File: src/rtl/sdio_irq_aggregator.sv
module sdio_irq_aggregator #(
  parameter int NF = 7,
  localparam int RW = NF + 1
) (
  input  logic          clk,
  input  logic          rst_n,
  input  logic [NF-1:0] func_req,
  input  logic          en_wr,
  input  logic [RW-1:0] en_wdata,
  input  logic [RW-1:0] clr,
  output logic [RW-1:0] en_rdata,
  output logic [RW-1:0] pend_rdata,
  output logic          irq_o
);

  logic [NF-1:0] pend_q;
  logic [NF-1:0] fen_q;
  logic          master_q;

  always_ff @(posedge clk or negedge rst_n) begin
    if (!rst_n) begin
      fen_q    <= '0;
      master_q <= 1'b0;
    end else if (en_wr) begin
      fen_q    <= en_wdata[RW-1:1];
      master_q <= en_wdata[0];
    end
  end

  always_ff @(posedge clk or negedge rst_n) begin
    if (!rst_n) pend_q <= '0;
    else        pend_q <= (pend_q | func_req) & ~clr[RW-1:1];
  end

  assign en_rdata   = {fen_q, master_q};
  assign pend_rdata = {pend_q, 1'b0};
  assign irq_o      = master_q & |(pend_q & fen_q);

endmodule


File: config.mk
export PLATFORM = sky130hd
export DESIGN_NAME = sdio_irq_aggregator
export DESIGN_NICKNAME = d
export VERILOG_FILES = /design/src/rtl/sdio_irq_aggregator.sv
export SDC_FILE = /design/constraint.sdc
export NUM_CORES = 1
export LEC_CHECK = 0
export ABC_AREA = 1
export BUFFER_PORTS_ARGS = -buffer_cell sky130_fd_sc_hd__clkbuf_2
export CAP_MARGIN = 20
export CORE_UTILIZATION = 25
export DETAILED_ROUTE_END_ITERATION = 16
export PLACE_DENSITY_LB_ADDON = 0.12
export SYNTH_ARGS = -nofsm -noshare
export SYNTH_HDL_FRONTEND = slang
export SYNTH_SLANG_ARGS = --single-unit
File: constraint.sdc
create_clock -name clk -period 1 [get_ports clk]
set_clock_uncertainty 0.15 [all_clocks]
set_input_delay 0.1 -clock clk [delete_from_list [all_inputs] [get_ports clk]]
set_output_delay 0.1 -clock clk [all_outputs]
set_load 0.02 [all_outputs]
==> reports/qor.yml, run 1 <==
power_and_ir_drop:
  max-vdd-ir-drop_v: 0.000930
  leakage_nw: 0.743
  powerDensity_nw_per_um2: 1140
routing:
  viasPerCell: 4.05
  first_pass_iters: 2
  drt-total-wl_um: 1940
  num_vias: 685
  postRouteAntennaNets: 0
  drt_iter0_drc: 1
  post_drt_wl_per_cell_um: 11.5
  drc: 0
critical_path:
  slowest_delay_ns: 0.43
  path_delay_family: "flip-flops"
  reg2reg_from: "fen_q[3]"
  rr_worst_depth: 3
  start_kind: "flip-flop"
  setup.worst_path.end_class: "primary output"
  crit_required_ns: 0.75
  cp_max_fo: 2
  cp_num_buf_inv: 1
  worstReg2RegEnd: "fen_q[3]"
  cp_slowest_cell: "dfrtp_2"
  r2r_slack_ns: -0.18
  path_cells: "nand2_2 > nand2_1 > nor2_2 > a21oi_2 > clkbuf_8"
  cp.arrival_ns: 1.14
  critPathKind: "flip-flop to primary output"
cts:
  cts_sinks: 15
  root_buffer: "clkbuf_4"
  max-clock-path-buffers: 2
  htree_levels: 1
  insertion_delay_ns: 0.28
  tritoncts: "yes"
  cts_made_buffers: 3
  path_clk_slew_ns: 0.09
global_routing:
  grt_usage_pct: 15.5
  antenna_found_initial: 0
  grt_max_degree: 16
  grt_pass1_wl_um: 3020
  grt_pass1_vias: 742
  grt-ovfl-total: 0
sta:
  finalHoldViolations: 0
  drv_slew: 0
  holdWs_ns: 0.107
  setup_tns_ns: -4.36
  setup_ws_ns: -0.392
  timing.fmax_mhz: 718
  fin_crit_sh_pct: 139
  setup_viol: 26
  rsz0062_at_grt: "true"
  period_minus_slack_ns: 1.39
placed_design:
  placed_cells: 134
  place.port_buffers: 40
  preCtsSetupSlack_ns: -0.115
  hpwl_um: 1080
  gp_congestion: 0.606
synthesis:
  synth_warnings: 0
  netlist_area_um2: 629
  synth_area_per_cell_um2: 11.0
  synth_fp_nets: 83
  yosys.cell_types.count: 10
  netlist_instances: 57
  ys_seq_area_share_pct: 59.6
  ys_ff_latch: 15
floorplan:
  rows: 17
  coreArea_um2: 2300
  die_h_um: 52.2
  io-pin-count: 43
  initial_core_util_pct: 27.4
  die_w_um: 52.2
  die_area_um2: 2720
cells_and_area:
  drive_gt1_share_pct: 67.4
  fin_nets: 168
  fin_util_pct: 65.0
  multiInputGateArea_um2: 259
  antenna_cells: 0
  stdcell_count: 169
  fillCellCount: 194
  area_growth_pct: 137
  seq_area_um2: 393
worst_hold_path:
  hold_path_class: "input port to asynchronous set/reset pin"
job:
  max-cap-violations: 0
run_status:
  status: "complete, but fails checks"
  violations: "negative setup slack"
## routing by layer
layer	vias to the layer above	global-route usage [%]	wire (um)
met5	-	0	0
met4	0	3.95	0
met3	0	4.06	91
met2	24	31.2	1110
met1	318	15.3	741
li1	343	-	-
## kinds of logic (layout without fill, tap and decap cells)
family                 after synthesis  after routing  synth area share, %
AO/OA/AOI/OAI                        2              2                 1.59
buffers and inverters                5             89                 5.37
flip-flops                          15             15                 59.6
multiplexers                         7              7                 16.7
other                                1              1                0.596
AND/OR/NAND/NOR                     27             27                 16.1
## flip-flops by register name, indices dropped and copies added (netlist names)
register	flops
fen_q	7
master_q	1
pend_q	7
## worst max-delay path by stage
stage | start | to | slack, ns | cells after the start
2_1_floorplan | fen_q[2] | irq_o | -0.07 | 4
3_3_place_gp | fen_q[1] | irq_o | -0.1 | 5
3_5_place_dp | fen_q[3] | irq_o | -0.12 | 5
4_1_cts | fen_q[0] | irq_o | -0.41 | 5
5_1_grt | pend_q[3] | irq_o | -0.45 | 5
6_report | fen_q[5] | irq_o | -0.39 | 5
## layout make-up
type                    instances  share of cell area [%]
repair buffers                 83                    51.8
flip-flops and latches         15                    26.3
multi-input cells              37                    17.3
well taps                      28                    2.35
clock buffers                   4                    1.76
inverters                       2                   0.503
## layout by cell type (no fill, tap or decap), types with 2 or more instances in the layout
cell	instances
nand2_2	4
buf_6	14
dlygate4sd3_1	23
nor2_2	4
clkbuf_2	24
nor2_4	2
inv_1	2
buf_8	12
clkbuf_8	2
clkbuf_4	3
dfrtp_2	14
nand2_1	7
buf_4	7
mux2_4	7
nor2_1	10
## report_power, final
part	switching [mW]	internal (mW)	total [mW]	leakage, nW
registers	0.0375	0.666	0.703	0.166
clock network	0.193	0.155	0.348	0.0150
logic	0.245	0.401	0.646	0.562
total	0.476	1.22	1.70	0.743
## cell usage after synthesis
master    n  area [um2]
nor2_1   16        60.1
dfrtp_1  15         375
nand2_1  11        41.3
mux2_4    7         105
buf_4     2        15.0
inv_1     2        7.51
a21oi_1   1        5.00
buf_6     1        11.3
conb_1    1        3.75
o21ai_0   1        5.00
## per-stage QoR
step           cell area, um2  power, mW
3_5_place_dp              950       1.08
3_3_place_gp              950       1.07
4_1_cts                  1410       1.64
6_report                 1490       1.70
2_1_floorplan             651      0.899
5_1_grt                  1490       1.79
## repair_timing
item                                   CTS  global route
hold buffers                            23             0
setup endpoints to repair               21            24
buffers inserted                         6             9
gates resized for setup                 39            30
endpoints found under the hold margin   30             0
pin swaps                                5             3
No activity file was read; power rests on OpenSTA's default activity.
==> run 2, diff against run 1 <==
Settings changed: CORE_ASPECT_RATIO from default to 1.75, CTS_BUF_LIST from default to sky130_fd_sc_hd__clkbuf_2.
==> reports/qor.yml, run 2 (synthesized netlist as in run 1, its figures left out) <==
sta:
  setup_ws_ns: -0.413  # -0.0207 ns
  setup_viol: 25  # -3.8%
  finalHoldViolations: 0  # unchanged
  rsz0062_at_grt: "true"
  setup_tns_ns: -4.54  # -0.185 ns
  drv_slew: 0  # unchanged
  holdWs_ns: 0.0898  # -0.0176 ns
  period_minus_slack_ns: 1.41  # +0.0207 ns
  fin_crit_sh_pct: 141  # +2.1 points
  timing.fmax_mhz: 708  # -1.5%
global_routing:
  antenna_found_initial: 0  # unchanged
  grt_pass1_vias: 722  # -2.7%
  grt-ovfl-total: 0  # unchanged
  grt_max_degree: 16  # unchanged
  grt_usage_pct: 15.0  # -0.54 points
  grt_pass1_wl_um: 2770  # -8.3%
cells_and_area:
  reg_top3: "fen_q x7, pend_q x7, master_q x1"
  seq_area_um2: 393  # unchanged
  fin_util_pct: 62.1  # -2.9 points
  drive_gt1_share_pct: 62.9  # -4.5 points
  area_growth_pct: 130
  fillCellCount: 204  # +5.2%
  multiInputGateArea_um2: 231  # -11%
  layout_commonest_cell: "clkbuf_2"
  antenna_cells: 0  # unchanged
  fin_nets: 167  # -0.60%
  mostFrequentLayoutCells: "28 x clkbuf_2, 23 x dlygate4sd3_1, 15 x buf_6"
  postLayoutCellArea_um2: 1450  # -3.1%
  stdcell_count: 165  # -2.4%
placed_design:
  gp_congestion: 0.711  # +17%
  placed_area_um2: 953  # +0.40%
  placed_cells: 132  # -1.5%
  preCtsSetupSlack_ns: -0.112  # +0.00356 ns
  hpwl_um: 1100  # +2.4%
  place.port_buffers: 40  # unchanged
routing:
  first_pass_iters: 4  # +2
  num_vias: 692  # +1.0%
  drt_iter0_drc: 4  # +3
  drt-total-wl_um: 1860  # -4.4%
  viasPerCell: 4.19  # +3.5%
  post_drt_wl_per_cell_um: 11.2  # -2.1%
  drc: 0  # unchanged
  postRouteAntennaNets: 0  # unchanged
critical_path:
  cp.arrival_ns: 1.16  # +0.02 ns
  critPathKind: "flip-flop to primary output"
  crit_required_ns: 0.75  # about the same
  cp_max_fo: 2  # unchanged
  start_kind: "flip-flop"
  setup.worst_path.end_class: "primary output"
cts:
  cts_sinks: 15  # unchanged
  root_buffer: "clkbuf_2"
  tritoncts: "yes"
  path_clk_slew_ns: 0.14  # +0.05 ns
  cts_made_buffers: 3  # unchanged
  htree_levels: 1  # unchanged
  insertion_delay_ns: 0.28  # about the same
  max-clock-path-buffers: 2  # unchanged
power_and_ir_drop:
  leakage_nw: 0.735  # -1.0%
  powerDensity_nw_per_um2: 1120  # -1.3%
  power.total_mw: 1.62  # -4.3%
  max-vdd-ir-drop_v: 0.000764  # -18%
floorplan:
  coreArea_um2: 2330  # +1.5%
  die_area_um2: 2730  # +0.27%
  rows: 23  # +6
  die_w_um: 39.9  # -23%
  initial_core_util_pct: 27.0  # -0.40 points
  die_h_um: 68.4  # +31%
  io-pin-count: 43  # unchanged
run_status:
  status: "complete, but fails checks"
  violations: "negative setup slack"
job:
  max-cap-violations: 0  # unchanged
worst_hold_path:
  hold_path_class: "input port to flip-flop"
[run 2: changes by cell type in the layout (fill, tap and decap cells not counted), sizes merged]
| cell | before | now |
|---|---|---|
| buf | 34 | 35 |
| clkbuf | 30 | 28 |
[run 2: final cells by class]
type,instances,area share (%)
Clock buffer,4,1.38
Tap cell,25,2.16
Inverter,2,0.519
Sequential cell,15,27.1
Multi-Input combinational cell,37,16.0
Timing Repair Buffer,82,52.8
[run 2: worst max-delay path, stage by stage, from the launching register on]
cell	delay, ns
dfrtp_2	0.44
nand2_1	0.07
nand2_1	0.06
nor2_2	0.10
a21oi_2	0.06
buf_2	0.15
[run 2: worst paths after layout]
check | from | endpoint | slack [ns] | cells past startpoint
setup / recovery | pend_q[0] | irq_o | -0.41 | 5
hold / removal | en_wr | master_q | 0.09 | 3
setup reg to reg | fen_q[4] | fen_q[4] | -0.18 | 3
hold reg to reg | master_q | master_q | 0.44 | 2
max in group asynchronous | rst_n | pend_q[4] | 0.30 | 2
min in group asynchronous | rst_n | master_q | 0.10 | 2
[run 2: power breakdown]
part           internal (mW)  switching, mW
clock network          0.106          0.190
logic                  0.393          0.237
registers              0.666         0.0324
total                   1.16          0.459
[run 2: layer usage]
layer  wire (um)  vias up  part of all wire, %  global-route usage, %
li1            -      340                    -                      -
met1         674      334                   36                   15.1
met2        1100       16                   59                   26.8
met3          52        2                  2.8                   1.95
met4          25        0                  1.3                   9.05
met5           0        -                    0                      0
[run 2: repair_timing]
item                                    4_1_cts  5_1_grt
resized for setup                            37       26
endpoints found under the setup margin       22       23
buffers inserted                              5        7
hold buffers                                 23        0
endpoints found under the hold margin        30        0
